## src/rtl/excl_mon_pkg.sv

```systemverilog
package excl_mon_pkg;

  typedef enum logic [1:0] {
    RESP_OKAY   = 2'b00,
    RESP_EXOKAY = 2'b01
  } resp_e;

  typedef enum logic [2:0] {
    OP_IDLE = 3'd0,
    OP_RD   = 3'd1,
    OP_WR   = 3'd2,
    OP_XRD  = 3'd3,
    OP_XWR  = 3'd4,
    OP_CLR  = 3'd5
  } op_e;

  function automatic op_e decode_op(input logic vld, input logic wr,
                                    input logic ex, input logic clr);
    op_e op;
    if (!vld)         op = OP_IDLE;
    else if (clr)     op = OP_CLR;
    else if (ex &&  wr) op = OP_XWR;
    else if (ex && !wr) op = OP_XRD;
    else if (wr)      op = OP_WR;
    else              op = OP_RD;
    return op;
  endfunction

endpackage

```

## src/rtl/excl_mon_arb.sv

```systemverilog
module excl_mon_arb #(
  parameter int N_REQ = 4,
  parameter int ID_W  = 2
) (
  input  logic             clk,
  input  logic             rst_n,
  input  logic [N_REQ-1:0] valid,
  output logic [N_REQ-1:0] grant,
  output logic             gnt_any,
  output logic [ID_W-1:0]  gnt_id
);

  for (genvar i = 0; i < N_REQ; i++) begin : g_pri
    if (i == 0) begin : g_first
      assign grant[i] = valid[i];
    end else begin : g_rest
      assign grant[i] = valid[i] & ~(|valid[i-1:0]);
    end
  end

  assign gnt_any = |valid;

  always_comb begin
    gnt_id = '0;
    for (int i = 0; i < N_REQ; i++) begin
      if (grant[i]) gnt_id = ID_W'(i);
    end
  end

  // at most one grant per cycle
  assert_grant_onehot_R11: assert property (@(posedge clk) disable iff (!rst_n)
    $onehot0(grant));

  // a grant only goes to a requesting port, and a request never starves the cycle
  assert_grant_subset_R11: assert property (@(posedge clk) disable iff (!rst_n)
    ((grant & ~valid) == '0) && ((|valid) == (|grant)));

endmodule

```

## src/rtl/excl_mon_rsv.sv

```systemverilog
module excl_mon_rsv
  import excl_mon_pkg::*;
#(
  parameter int ID_W   = 2,
  parameter int TAG_W  = 26,
  parameter int SIZE_W = 2
) (
  input  logic              clk,
  input  logic              rst_n,
  input  op_e               op,
  input  logic [ID_W-1:0]   id,
  input  logic [TAG_W-1:0]  tag,
  input  logic [SIZE_W-1:0] size,
  output logic              xwr_pass
);

  logic              rsv_valid, rsv_valid_nxt;
  logic [ID_W-1:0]   rsv_id,    rsv_id_nxt;
  logic [TAG_W-1:0]  rsv_tag,   rsv_tag_nxt;
  logic [SIZE_W-1:0] rsv_size,  rsv_size_nxt;
  logic              upd_en;
  logic              id_hit, tag_hit, size_hit;

  assign id_hit   = rsv_valid && (id == rsv_id);
  assign tag_hit  = (tag == rsv_tag);
  assign size_hit = (size == rsv_size);
  assign upd_en   = (op != OP_IDLE);

  always_comb begin
    rsv_valid_nxt = rsv_valid;
    rsv_id_nxt    = rsv_id;
    rsv_tag_nxt   = rsv_tag;
    rsv_size_nxt  = rsv_size;
    xwr_pass      = 1'b0;
    unique case (op)
      OP_XRD: begin
        rsv_valid_nxt = 1'b1;
        rsv_id_nxt    = id;
        rsv_tag_nxt   = tag;
        rsv_size_nxt  = size;
      end
      OP_XWR: begin
        xwr_pass = id_hit && tag_hit && size_hit;
        if (id_hit) rsv_valid_nxt = 1'b0;
      end
      OP_WR: begin
        if (rsv_valid && (id != rsv_id) && tag_hit) rsv_valid_nxt = 1'b0;
      end
      OP_CLR: begin
        rsv_valid_nxt = 1'b0;
      end
      default: ;
    endcase
  end

  always_ff @(posedge clk or negedge rst_n) begin
    if (!rst_n) begin
      rsv_valid <= 1'b0;
      rsv_id    <= '0;
      rsv_tag   <= '0;
      rsv_size  <= '0;
    end else if (upd_en) begin
      rsv_valid <= rsv_valid_nxt;
      rsv_id    <= rsv_id_nxt;
      rsv_tag   <= rsv_tag_nxt;
      rsv_size  <= rsv_size_nxt;
    end
  end

  // an exclusive read installs its requester as owner
  assert_xrd_installs_R2: assert property (@(posedge clk) disable iff (!rst_n)
    (op == OP_XRD) |=> (rsv_valid && rsv_id == $past(id) && rsv_size == $past(size)));

  // clear request always opens the monitor
  assert_clear_opens_R8: assert property (@(posedge clk) disable iff (!rst_n)
    (op == OP_CLR) |=> !rsv_valid);

  // plain reads leave the reservation untouched
  assert_read_keeps_R9: assert property (@(posedge clk) disable iff (!rst_n)
    (op == OP_RD) |=> ($stable(rsv_valid) && $stable(rsv_id) && $stable(rsv_tag)
                       && $stable(rsv_size)));

  // owner's exclusive write leaves the monitor open
  assert_owner_xwr_opens_R10: assert property (@(posedge clk) disable iff (!rst_n)
    (op == OP_XWR && rsv_valid && id == rsv_id) |=> !rsv_valid);

endmodule

```

## src/rtl/excl_monitor.sv

```systemverilog
module excl_monitor
  import excl_mon_pkg::*;
#(
  parameter int N_REQ   = 4,
  parameter int ADDR_W  = 32,
  parameter int TAG_LSB = 6,
  parameter int SIZE_W  = 2,
  localparam int ID_W   = (N_REQ > 1) ? $clog2(N_REQ) : 1
) (
  input  logic                     clk,
  input  logic                     rst_n,
  input  logic [N_REQ-1:0]         req_valid,
  input  logic [N_REQ-1:0]         req_write,
  input  logic [N_REQ-1:0]         req_excl,
  input  logic [N_REQ-1:0]         req_clrex,
  input  logic [N_REQ*ADDR_W-1:0]  req_addr,
  input  logic [N_REQ*SIZE_W-1:0]  req_size,
  output logic [N_REQ-1:0]         req_ready,
  output logic                     resp_valid,
  output logic [ID_W-1:0]          resp_id,
  output logic [1:0]               resp_code,
  output logic                     mem_we,
  output logic                     mem_re,
  output logic [ADDR_W-1:0]        mem_addr,
  output logic [SIZE_W-1:0]        mem_size
);

  localparam int TAG_W = ADDR_W - TAG_LSB;

  // reset: asynchronous assertion, synchronous release
  logic [1:0] rst_sync_q;
  logic       rst_core_n;

  always_ff @(posedge clk or negedge rst_n) begin
    if (!rst_n) rst_sync_q <= 2'b00;
    else        rst_sync_q <= {rst_sync_q[0], 1'b1};
  end
  assign rst_core_n = rst_sync_q[1];

  // arbitration
  logic [N_REQ-1:0] grant;
  logic             gnt_any;
  logic [ID_W-1:0]  gnt_id;

  excl_mon_arb #(.N_REQ(N_REQ), .ID_W(ID_W)) i_arb (
    .clk    (clk),
    .rst_n  (rst_core_n),
    .valid  (req_valid),
    .grant  (grant),
    .gnt_any(gnt_any),
    .gnt_id (gnt_id)
  );

  assign req_ready = grant;

  // select granted request fields
  logic              sel_write, sel_excl, sel_clr;
  logic [ADDR_W-1:0] sel_addr;
  logic [SIZE_W-1:0] sel_size;
  op_e               sel_op;

  always_comb begin
    sel_write = 1'b0;
    sel_excl  = 1'b0;
    sel_clr   = 1'b0;
    sel_addr  = '0;
    sel_size  = '0;
    for (int i = 0; i < N_REQ; i++) begin
      if (grant[i]) begin
        sel_write = req_write[i];
        sel_excl  = req_excl[i];
        sel_clr   = req_clrex[i];
        sel_addr  = req_addr[i*ADDR_W +: ADDR_W];
        sel_size  = req_size[i*SIZE_W +: SIZE_W];
      end
    end
  end

  assign sel_op = decode_op(gnt_any, sel_write, sel_excl, sel_clr);

  logic [TAG_W-1:0] sel_tag;
  logic             xwr_pass;

  assign sel_tag = sel_addr[ADDR_W-1:TAG_LSB];

  excl_mon_rsv #(.ID_W(ID_W), .TAG_W(TAG_W), .SIZE_W(SIZE_W)) i_rsv (
    .clk     (clk),
    .rst_n   (rst_core_n),
    .op      (sel_op),
    .id      (gnt_id),
    .tag     (sel_tag),
    .size    (sel_size),
    .xwr_pass(xwr_pass)
  );

  // response and memory-side next state
  logic              resp_valid_nxt, mem_we_nxt, mem_re_nxt;
  logic [1:0]        resp_code_nxt;

  always_comb begin
    resp_valid_nxt = gnt_any;
    resp_code_nxt  = RESP_OKAY;
    mem_we_nxt     = 1'b0;
    mem_re_nxt     = 1'b0;
    unique case (sel_op)
      OP_RD, OP_XRD: mem_re_nxt = 1'b1;
      OP_WR:         mem_we_nxt = 1'b1;
      OP_XWR: begin
        mem_we_nxt = xwr_pass;
        if (xwr_pass) resp_code_nxt = RESP_EXOKAY;
      end
      default: ;
    endcase
  end

  always_ff @(posedge clk or negedge rst_core_n) begin
    if (!rst_core_n) begin
      resp_valid <= 1'b0;
      resp_code  <= RESP_OKAY;
      mem_we     <= 1'b0;
      mem_re     <= 1'b0;
    end else begin
      resp_valid <= resp_valid_nxt;
      resp_code  <= resp_code_nxt;
      mem_we     <= mem_we_nxt;
      mem_re     <= mem_re_nxt;
    end
  end

  always_ff @(posedge clk or negedge rst_core_n) begin
    if (!rst_core_n) begin
      resp_id  <= '0;
      mem_addr <= '0;
      mem_size <= '0;
    end else if (gnt_any) begin
      resp_id  <= gnt_id;
      mem_addr <= sel_addr;
      mem_size <= sel_size;
    end
  end

  // success code only travels with a memory write
  assert_exokay_writes_R2: assert property (@(posedge clk) disable iff (!rst_core_n)
    (resp_valid && resp_code == RESP_EXOKAY) |-> (mem_we && !mem_re));

  // no memory activity without a response
  assert_idle_quiet_R13: assert property (@(posedge clk) disable iff (!rst_core_n)
    !resp_valid |-> (!mem_we && !mem_re));

  // a grant is answered in the following cycle with its ID
  assert_resp_follows_R13: assert property (@(posedge clk) disable iff (!rst_core_n)
    gnt_any |=> (resp_valid && resp_id == $past(gnt_id)));

endmodule

```

## config.mk

```make
export PLATFORM = sky130hd
export DESIGN_NAME = excl_monitor
export DESIGN_NICKNAME = d
export VERILOG_FILES = /design/src/rtl/excl_mon_pkg.sv /design/src/rtl/excl_mon_arb.sv /design/src/rtl/excl_mon_rsv.sv /design/src/rtl/excl_monitor.sv
export SDC_FILE = /design/constraint.sdc
export NUM_CORES = 1
export LEC_CHECK = 0
export BUFFER_PORTS_ARGS = -buffer_cell sky130_fd_sc_hd__buf_2
export CORE_MARGIN = 2
export CORE_UTILIZATION = 53
export CTS_CLUSTER_SIZE = 40
export DETAILED_ROUTE_END_ITERATION = 16
export PLACE_DENSITY = 0.91
export SKIP_LAST_GASP = 1
export SYNTH_ARGS = -nofsm -noshare
export SYNTH_HDL_FRONTEND = slang
export SYNTH_SLANG_ARGS = --single-unit
```

## constraint.sdc

```tcl
create_clock -name clk -period 5.53 [get_ports clk]
set_clock_uncertainty 0.2 [all_clocks]
set_input_delay 0 -clock clk [delete_from_list [all_inputs] [get_ports clk]]
set_output_delay 0 -clock clk [all_outputs]
set_load 0.05 [all_outputs]
```

# --- After elaboration in Yosys (flattened, before gate mapping) ---
# Index checks and enable logic that the tools add are counted.
totals:
  ff_bits: 74
  input_bits: 154
  word_cells: 81
op_classes:
  n_eq_ne: 11
  muxes: 36
  n_bitwise: 6
  n_reduce_logical: 16
op_table:
  columns: ["cell", "count"]
  rows:
  - ["$mux 32", 4]
  - ["$eq 26x26->1", 1]
  - ["$mux 1", 19]
  - ["$mux 2", 8]
  - ["$mux 3", 3]
  - ["$logic_and 1x1->1", 7]
  - ["$eq 3x2->1 const B", 2]
  - ["$eq 3x3->1 const B", 2]
  - ["$eq 2x2->1", 2]
  - ["$ne 2x1->1 const B", 2]
  - ["$pmux 1 s4", 1]
  - ["$reduce_and 4->1", 1]
  - ["$reduce_bool 4->1", 1]
  - ["$reduce_or 2->1", 2]
  - ["$reduce_or 4->1", 1]
  - ["$and 1x1->1", 3]
  - ["$eq 3x1->1 const B", 1]
  - ["$not 1->1", 3]
  - ["$reduce_bool 3->1", 1]
  - ["$reduce_or 3->1", 1]
  - ["$ne 2x2->1", 1]
  - ["$pmux 1 s2", 1]
  - ["$reduce_and 2->1", 1]
  - ["$logic_not 1->1", 1]

# --- Depth between registers and ports, before layout ---
# Gate-level depths: netlist of the first run.
depth:
  word_depth: 15
  mapped_depth: 14
  depth_no_buf: 11

# --- By module ---
# From an unflattened synthesis of the first run, not the netlist that was laid out.
hier_totals:
  cells_unflattened: 374
  hier_area_um2: 4170.2
by_module_without_submodules:
  columns: ["mod", "instances", "cells_each", "area_per_inst_um2", "seq_area_each_um2"]
  rows:
  - ["excl_monitor", 1, 248, 2588.7, 1051.0]
  - ["excl_mon_rsv", 1, 115, 1520.2, 775.7]
  - ["excl_mon_arb", 1, 11, 61.3, 0.0]

# --- Worst setup path after synthesis of the first run ---
# OpenSTA, ideal clock, no wires.
synth_path:
  path_kind: "input-to-reg"
  start: "in req_valid[1]"
  end: "reg mem_we"
  arrival_time_ns: 3.340
  slack_ns: 1.912
  stages: 14
  path_cell_list: "buf_6 or4b_4 buf_6 clkinv_8 clkbuf_1 a22oi_1 o21ai_0 ha_1 nand2b_1 or3_1 o31a_1 or4_1 nor4_2 o2bb2ai_1"
synth_rtl:
  columns: ["element", "line_no", "text"]
  rows:
  - ["start, declared", "excl_monitor.sv:12", "input logic [N_REQ-1:0] req_valid,"]
  - ["$reduce_or 3->1 *", "excl_mon_arb.sv:17", "assign grant[i] = valid[i] & ~(|valid[i-1:0]);"]
  - ["$not 1->1 *", "excl_mon_arb.sv:17", null]
  - ["$and 1x1->1 *", "excl_mon_arb.sv:17", null]
  - ["via req_ready[3]", "excl_monitor.sv:18", "output logic [N_REQ-1:0] req_ready,"]
  - ["$mux 1", "excl_monitor.sv:69", "if (grant[i]) begin"]
  - ["$logic_not 1->1", "excl_mon_pkg.sv:23", "else if (ex && !wr) op = OP_XRD;"]
  - ["$logic_and 1x1->1", "excl_mon_pkg.sv:23", null]
  - ["$mux 2", "excl_mon_pkg.sv:23", null]
  - ["$mux 3", "excl_mon_pkg.sv:22", "else if (ex && wr) op = OP_XWR;"]
  - ["$mux 3", "excl_mon_pkg.sv:21", "else if (clr) op = OP_CLR;"]
  - ["$mux 3", "excl_mon_pkg.sv:20", "if (!vld) op = OP_IDLE;"]
  - ["$eq 3x3->1", "excl_mon_rsv.sv:35, excl_monitor.sv:105", null]
  - ["$mux 1", "excl_mon_rsv.sv:35", "unique case (op)"]
  - ["$pmux 1 s2 *", "excl_monitor.sv:105", "unique case (sel_op)"]
  - ["via mem_we_nxt", "excl_monitor.sv:97", "logic resp_valid_nxt, mem_we_nxt, mem_re_nxt;"]
  - ["end signal, assigned", "excl_monitor.sv:125", "mem_we <= mem_we_nxt;"]
  - ["end, declared", "excl_monitor.sv:22", "output logic mem_we,"]
# Mark *: on every way through the listed nets, which the timed path passes. The rest lies on a longest branch.
# A chain may end at the register's enable or synchronous reset.

# --- Final worst setup path of the first run ---
layout_path:
  start: "in req_valid[1]"
  end: "reg i_rsv.rsv_tag[25]"
layout_via:
  elab_chain_len: 13
layout_lines:
  columns: ["element", "line_no", "text"]
  rows:
  - ["$reduce_or 2->1", "excl_mon_arb.sv:17", null]
  - ["$not 1->1", "excl_mon_arb.sv:17", null]
  - ["$and 1x1->1", "excl_mon_arb.sv:17", null]
  - ["$mux 1 (2 in a row)", "excl_monitor.sv:69", null]
  - ["$logic_not 1->1", "excl_mon_pkg.sv:23", null]
  - ["$logic_and 1x1->1", "excl_mon_pkg.sv:23", null]
  - ["$mux 2", "excl_mon_pkg.sv:23", null]
  - ["$mux 3", "excl_mon_pkg.sv:22", null]
  - ["$mux 3", "excl_mon_pkg.sv:21", null]
  - ["$mux 3", "excl_mon_pkg.sv:20", null]
  - ["$eq 3x2->1 / $reduce_bool 3->1 (equally long branches)", "excl_mon_rsv.sv:35, excl_mon_rsv.sv:27", null]
  - ["$reduce_and 2->1 (no source line)", null, null]
  - ["end signal, assigned", "excl_mon_rsv.sv:65", "rsv_tag <= rsv_tag_nxt;"]
  - ["end, declared", "excl_mon_rsv.sv:19", "logic [TAG_W-1:0] rsv_tag, rsv_tag_nxt;"]
# Parallel ways exist; a longest one is shown, timed or not.

==> metrics.md, run 1 <==
| Metric | Value |
|---|---|
| First-pass GRT wire length | `about 28 mm` |
| All-Layer GR Usage | `0.3675` |
| Crit end category | `flip-flop` |
| Critical Path Stages | `11` |
| Share of cells above drive strength 1 | `0.2883` |
| Clock sink count | `73` |
| Yosys warns | `0` |
| Post-synth ARST share | `1.000` |
| Final wirelength | `18.11 mm` |
| Max-slew violations | `0` |
| Worst setup margin | `around 1500 ps` |
| End-of-flow core utilization | `0.7514` |
| Max_cap viols | `0` |
| Sequential Power Share | `0.398` |
| Number of buffers created by CTS | `9` |
| Syn nets | `730` |
| TNS Setup | `0 ps` |
| Kind of critical path | `in -> reg` |
| Min cycle time layout | `about 4000 ps` |
| DRT Pass-1 Iters | `9` |
| Starting Density | `0.5447` |
| Sequential fraction of the synthesis area | `0.3864` |
| RSZ-0062 raised after global routing | `false` |
| Hold crit path type | `in -> reg` |
| CP startpoint | `req_valid[1]` |
| Detailed Place HPWL | `around 12 mm` |
| Vias/cell | `~6.4` |
| Final Cycle Share | `0.7227` |
| Static Leak | `between 3 and 4 nW` |
| Crit-path cells | `buf_2 -> or4b_4 -> clkinv_8 -> a22oi_4 -> dlygate4sd3_1 -> o21ai_4 -> ha_1 -> nor2b_1 -> nand2_1 -> nor2_1 -> o21ai_0` |
| CP top delay family | `simple AND/OR/NAND/NOR gates` |
| Drt drc | `0` |
| Switch Pwr | `around 0.00077 W` |
| Syn Inst Count | `between 500 and 600` |
| Avg WL per Cell | `between 15 and 20 um` |
| Grt ovf | `0` |
| Number of global-route vias before repair | `5681` |
| Longest Clk Path Bufs | `2` |
| RePlAce Congestion | `a little under 1` |
| Worst Path Required | `roughly 5500 ps` |
| Num rows | `34` |
| Top cells by area, synth | `dfrtp_1, nand2_1, o21ai_0` |
| Worst VDD drop | `approximately 0.00023 V` |
| FILL cells | `about 630` |
| R2r setup slk | `between 2000 and 3000 ps` |
| Cell taking the most area after synthesis | `dfrtp_1` |
| Max frequency | `0.2502 GHz` |
| Pre-CTS setup slack | `1852 ps` |
| Critical path arrival | `between 3000 and 4000 ps` |
| Crit path launch type | `input pin` |
| Sw frac | `0.3992` |
| Setup crit end | `i_rsv.rsv_tag[25]$_DFFE_PN0P_` |
| Critical Path Fanout Max | `44` |
| Clock Latency Late Sink | `~360 ps` |
| PwrDens | `294.5 nW/um2` |
| Initial DRC Count | `620` |
| Count leader, synth | `nand2_1` |
| Core area | `slightly below 9000 um2` |
| Area Overhead vs Synth | `37.96%` |
| Total Power | `about 0.0019 W` |
| Io pins | `roughly 200` |
| Status | `finished clean` |
| FF+latch count, synth | `73` |
| CP bufs+invs | `3` |
| Final hold vios | `0` |
| Logic gate share of total power | `0.380` |
| CTS tree | `built` |
| Die X | `between 90 and 100 um` |
| Post-CTS Setup Inserts | `0` |
| Relative slew slack | `0.1954` |
| P_int | `0.001154 W` |
| Slowest CP cell | `nor2_1` |
| Clock power share | `0.221` |
| Port buffer count | `~200` |
| Origin of the critical flop-to-flop path | `i_rsv.rsv_tag[12]$_DFFE_PN0P_` |
| Final setup fails | `0` |
| Worst path max stage delay | `850 ps` |
| Reg2Reg Depth | `7` |
| Largest net degree at the start of global routing | `72` |
| Nets | `965` |
| Vias | `approximately 5900` |
| Post-synth EDFFs | `0` |
| Area share of the largest cell type after synthesis | `0.3864` |
| Worst-path clk slew | `around 80 ps` |
| Post-Syn Area | `about 4700 um2` |
| Clk root buf | `clkbuf_8` |
| Post-synth cell types | `67` |
| Initial antenna violation count | `1` |
| Antenna-violating nets left | `0` |
| Mapped Avg Cell Area | `8.221 um2` |
| Most frequent cells after synthesis | `nand2_1, dfrtp_1, o21ai_0` |
| H-tree lvl count | `3` |
| DIE HEIGHT | `98.44 um` |
| Most used DFF post-synth | `dfrtp_1` |
| Worst Tran Pin Value | `1192 ps` |
| Die area | `9690 um2` |
| Worst reg2reg path endpoint | `i_rsv.rsv_valid$_DFFE_PN0P_` |
## final cells by class
type / instances / area (um2) / share of cell area
multi-input cells: 439 / 2603 / 0.3991
flip-flops and latches: 73 / 1828 / 0.2803
repair buffers: 266 / 1662 / 0.2548
clock buffers: 12 / 145.1 / 0.02226
well taps: 108 / 135.1 / 0.02072
inverters: 21 / 91.34 / 0.01401
clock inverters: 4 / 52.55 / 0.008058
diodes: 2 / 5.005 / 0.0007675
## metrics by stage
step | cell area, um2 | hold WS [ps] | instances
floorplan | 4727 | -495.6 | 575
global placement | 5688 | -415.5 | 844
detailed placement | 5688 | -412.6 | 844
CTS | 6506 | 1.088 | 922
global route | 6521 | 33.40 | 925
finish | 6521 | 22.43 | 925
## logic make-up after synthesis
family | synth area share
flip-flops | 0.3864
multiplexers | 0.03970
AO/OA/AOI/OAI | 0.2586
adder cells (fa/ha/maj) | 0.002646
other | 0.001589
AND/OR/NAND/NOR | 0.2234
XOR/XNOR | 0.02409
buffers and inverters | 0.06353
## what timing repair did
item                                    CTS  global route
endpoints found under the setup margin    0             0
hold buffers                             62             1
gates resized for setup                   0             0
hold endpoints to repair                 60             1
## how the worst min path moves through the flow
stage                     slack (ps)  cells past startpoint    startpoint                        to
after floorplan                 -500                      0         rst_n   rst_sync_q[0]$_DFF_PN0_
after global placement          -420                      1         rst_n   rst_sync_q[0]$_DFF_PN0_
after detailed placement        -410                      1         rst_n   rst_sync_q[0]$_DFF_PN0_
after CTS                          1                      5   req_addr[8]   mem_addr[8]$_DFFE_PN0P_
after global routing              30                      4  req_addr[47]  mem_addr[15]$_DFFE_PN0P_
final                             20                      5   req_addr[8]   mem_addr[8]$_DFFE_PN0P_
## registers in the layout (all words and copies together) (netlist names)
name and cells:
resp_valid 1, mem_re 1, mem_we 1, i_rsv.rsv_tag 26, i_rsv.rsv_valid 1, mem_size 2, i_rsv.rsv_id 2, i_rsv.rsv_size 2
resp_code 1, mem_addr 32, resp_id 2, rst_sync_q 2
## per-layer routing
metal | global-route usage | wire, um
met5 | 0 | 0
met4 | 0.2150 | 1251
met2 | 0.5699 | 8246
met1 | 0.4696 | 6548
met3 | 0.09078 | 2066
## tightest hold or removal path: cells and delay by family
family          cells  cell delay (ps)
compound gates      2              270
simple gates        2              170
buf+inv             1               90
## cells in the final DEF, fill, tap and decap left out, types with 10 or more instances in the layout
| cell | count |
|---|---|
| a21o_1 | 13 |
| a21oi_1 | 31 |
| a22oi_1 | 13 |
| buf_2 | 197 |
| clkbuf_8 | 10 |
| dfrtp_1 | 72 |
| dlygate4sd3_1 | 63 |
| inv_1 | 19 |
| mux2i_1 | 12 |
| nand2_1 | 115 |
| nor2_1 | 35 |
| nor2b_1 | 11 |
| o21ai_0 | 48 |
| o22ai_1 | 12 |
## power groups by stage
| stage | clock (W) | sequential (W) | combinational [W] |
|---|---|---|---|
| finish | 0.000425 | 0.000765 | 0.000731 |
| CTS | 0.000427 | 0.000753 | 0.000703 |
| global placement | 0 | 0.000755 | 0.000637 |
| global route | 0.000451 | 0.000778 | 0.000783 |
| detailed placement | 0 | 0.000762 | 0.000656 |
| floorplan | 0 | 0.000840 | 0.000362 |
Note: power is estimated with default switching activity, not from simulation.
==> run 2: changes to the inputs <==
--- a/config.mk
+++ b/config.mk
@@ -7,10 +7,10 @@
 export LEC_CHECK = 0
 export BUFFER_PORTS_ARGS = -buffer_cell sky130_fd_sc_hd__buf_2
 export CORE_MARGIN = 2
-export CORE_UTILIZATION = 53
+export CORE_UTILIZATION = 44
 export CTS_CLUSTER_SIZE = 40
 export DETAILED_ROUTE_END_ITERATION = 16
-export PLACE_DENSITY = 0.91
+export PLACE_DENSITY = 0.81
 export SKIP_LAST_GASP = 1
 export SYNTH_ARGS = -nofsm -noshare
 export SYNTH_HDL_FRONTEND = slang
==> constraint.sdc (replaced) <==
create_clock -name clk -period 3.6 [get_ports clk]
set_clock_uncertainty 0.2 [all_clocks]
set_input_delay 0 -clock clk [delete_from_list [all_inputs] [get_ports clk]]
set_output_delay 0 -clock clk [all_outputs]
set_load 0.05 [all_outputs]
==> run 2 against run 1 <==
  * Register-to-register slack lost 1900 ps
  * Sequential power grew 54%
  * Largest power group unchanged
  * Critical endpoint is now mem_we$_DFF_PN0_
  * Non-clock buffer count grew 10
  * Largest cell class unchanged
  * Worst setup slack lost 1400 ps
  * Clock power grew 88%
==> metrics.md, run 2 (synthesized netlist as in run 1, its figures left out) <==
| Metric | Value |
|---|---|
| DRT Pass-1 Iters | `5` |
| Max_cap viols | `0` |
| Area Overhead vs Synth | `41.08%` |
| Final setup fails | `0` |
| Max frequency | `roughly 0.28 GHz` |
| Total Power | `0.003074 W` |
| Commonest non-fill, non-tap cell in the layout | `buf_2` |
| Worst Path Required | `between 3000 and 4000 ps` |
| Nets | `a little under 1000` |
| Share of cells above drive strength 1 | `0.2945` |
| Initial DRC Count | `between 500 and 600` |
| Critical path arrival | `about 3600 ps` |
| Starting Density | `0.4558` |
| N_diodes | `0` |
| First-pass GRT wire length | `28.17 mm` |
| Biggest register | `mem_addr` |
| Die area | `11590 um2` |
| Grt ovf | `0` |
| Status | `finished clean` |
| PwrDens | `around 460 nW/um2` |
| Antenna-violating nets left | `0` |
| Port buffer count | `between 150 and 200` |
| DIE HEIGHT | `around 110 um` |
| Vias | `5480` |
| Num rows | `37` |
| All-Layer GR Usage | `0.3194` |
| Relative slew slack | `0.2545` |
| Crit end category | `flip-flop` |
| Final Cycle Share | `0.9754` |
| Io pins | `199` |
| RePlAce Congestion | `0.9394` |
| Critical Path Fanout Max | `19` |
| Clk root buf | `clkbuf_8` |
| Worst-path clk slew | `90 ps` |
| Detailed Place HPWL | `about 13 mm` |
| Biggest regs | `mem_addr x32, i_rsv.rsv_tag x26` |
| Longest Clk Path Bufs | `2` |
| Max-slew violations | `0` |
| Die X | `between 100 and 150 um` |
| Static Leak | `about 3.2 nW` |
| Worst Tran Pin Value | `1118 ps` |
| Post-CTS Setup Inserts | `0` |
| Max reg flops | `32` |
| Vias/cell | `5.702` |
| CTS tree | `built` |
| Clock Latency Late Sink | `350 ps` |
| End-of-flow core utilization | `0.6431` |
| Largest net degree at the start of global routing | `50` |
| Kind of critical path | `in -> reg` |
| Worst VDD drop | `between 0.0003 and 0.0004 V` |
| Final hold vios | `0` |
| Post_cts resized | `0` |
| Core area | `between 10000 and 15000 um2` |
| Min cycle time layout | `3511 ps` |
| H-tree lvl count | `3` |
| Number of global-route vias before repair | `5537` |
| Avg WL per Cell | `~19 um` |
| Hold crit path type | `in -> reg` |
| Final wirelength | `~18 mm` |
| Hold buffers post-CTS | `65` |
| Crit path launch type | `input pin` |
| Number of buffers created by CTS | `9` |
| Clock sink count | `73` |
| Initial antenna violation count | `0` |
| Most frequent cells in the layout | `buf_2, nand2_1, dfrtp_1` |
| TNS Setup | `0 ps` |
| RSZ-0062 raised after global routing | `false` |
| Drt drc | `0` |
| FILL cells | `a little under 900` |
==> run 2: cell types whose count changed in the layout (fill, tap and decap cells not counted), sizes merged <==
cell | before | now
clkbuf | 12 | 11
clkinvlp | 3 | 0
dlygate4sd3 | 63 | 65
clkinv | 1 | 3
bufinv | 1 | 3
buf | 203 | 211
diode | 2 | 0
==> run 2: path summary, 6_finish.rpt <==
path / cells after the start / startpoint / end / slack, ps
hold reg to reg: 0 / rst_sync_q[0]$_DFF_PN0_ / rst_sync_q[1]$_DFF_PN0_ / 160
max in group asynchronous: 1 / rst_sync_q[1]$_DFF_PN0_ / i_rsv.rsv_tag[17]$_DFFE_PN0P_ / 1980
hold / removal: 5 / req_addr[52] / i_rsv.rsv_tag[14]$_DFFE_PN0P_ / 20
setup reg to reg: 7 / i_rsv.rsv_tag[19]$_DFFE_PN0P_ / i_rsv.rsv_valid$_DFFE_PN0P_ / 1010
min in group asynchronous: 3 / rst_n / rst_sync_q[0]$_DFF_PN0_ / 290
setup / recovery: 13 / req_valid[1] / mem_we$_DFF_PN0_ / 90
==> run 2: metrics by stage <==
step / hold WS (ps) / cells / cell area [um2] / worst slack (ps)
finish: 15.69 / 961 / 6669 / 88.52
global route: 33.47 / 961 / 6669 / 3.271
CTS: 1.467 / 961 / 6669 / 128.9
detailed placement: -412.3 / 880 / 5783 / 324.7
global placement: -413.6 / 880 / 5783 / 452.6
floorplan: -495.6 / 575 / 4728 / 306.5
==> run 2: power breakdown <==
part | total (W) | leakage (nW) | internal [W] | switching [W]
clock | 0.000799 | 0.118 | 0.000462 | 0.000337
sequential | 0.00118 | 0.895 | 0.000996 | 0.000180
combinational | 0.00110 | 2.24 | 0.000446 | 0.000654
total | 0.00307 | 3.25 | 0.00190 | 0.00117
==> run 2: area by class of cell <==
class,instances,area [um2],share of cell area
multi-input cells,439,2603,0.3902
well taps,136,170.2,0.02552
clock inverters,5,103.9,0.01557
flip-flops and latches,73,1828,0.2741
inverters,21,91.34,0.01370
clock buffers,11,131.4,0.01970
repair buffers,276,1742,0.2612
==> run 2: critical path, stage by stage <==
cell and delay [ps]:
buf_2 100, or4b_4 710, clkinv_8 180, a22oi_4 50
dlygate4sd3_1 620, o21ai_4 110, ha_1 300, nand2b_1 170
or3_1 340, o31a_1 130, or4_1 570, nor4_2 160
o2bb2ai_1 140
==> run 2: routing by layer <==
layer	global-route usage	part of all wire	wire (um)
met1	0.3880	0.40	7326
met2	0.5535	0.49	8919
met3	0.06114	0.078	1419
met4	0.1319	0.029	534
met5	0	0	0
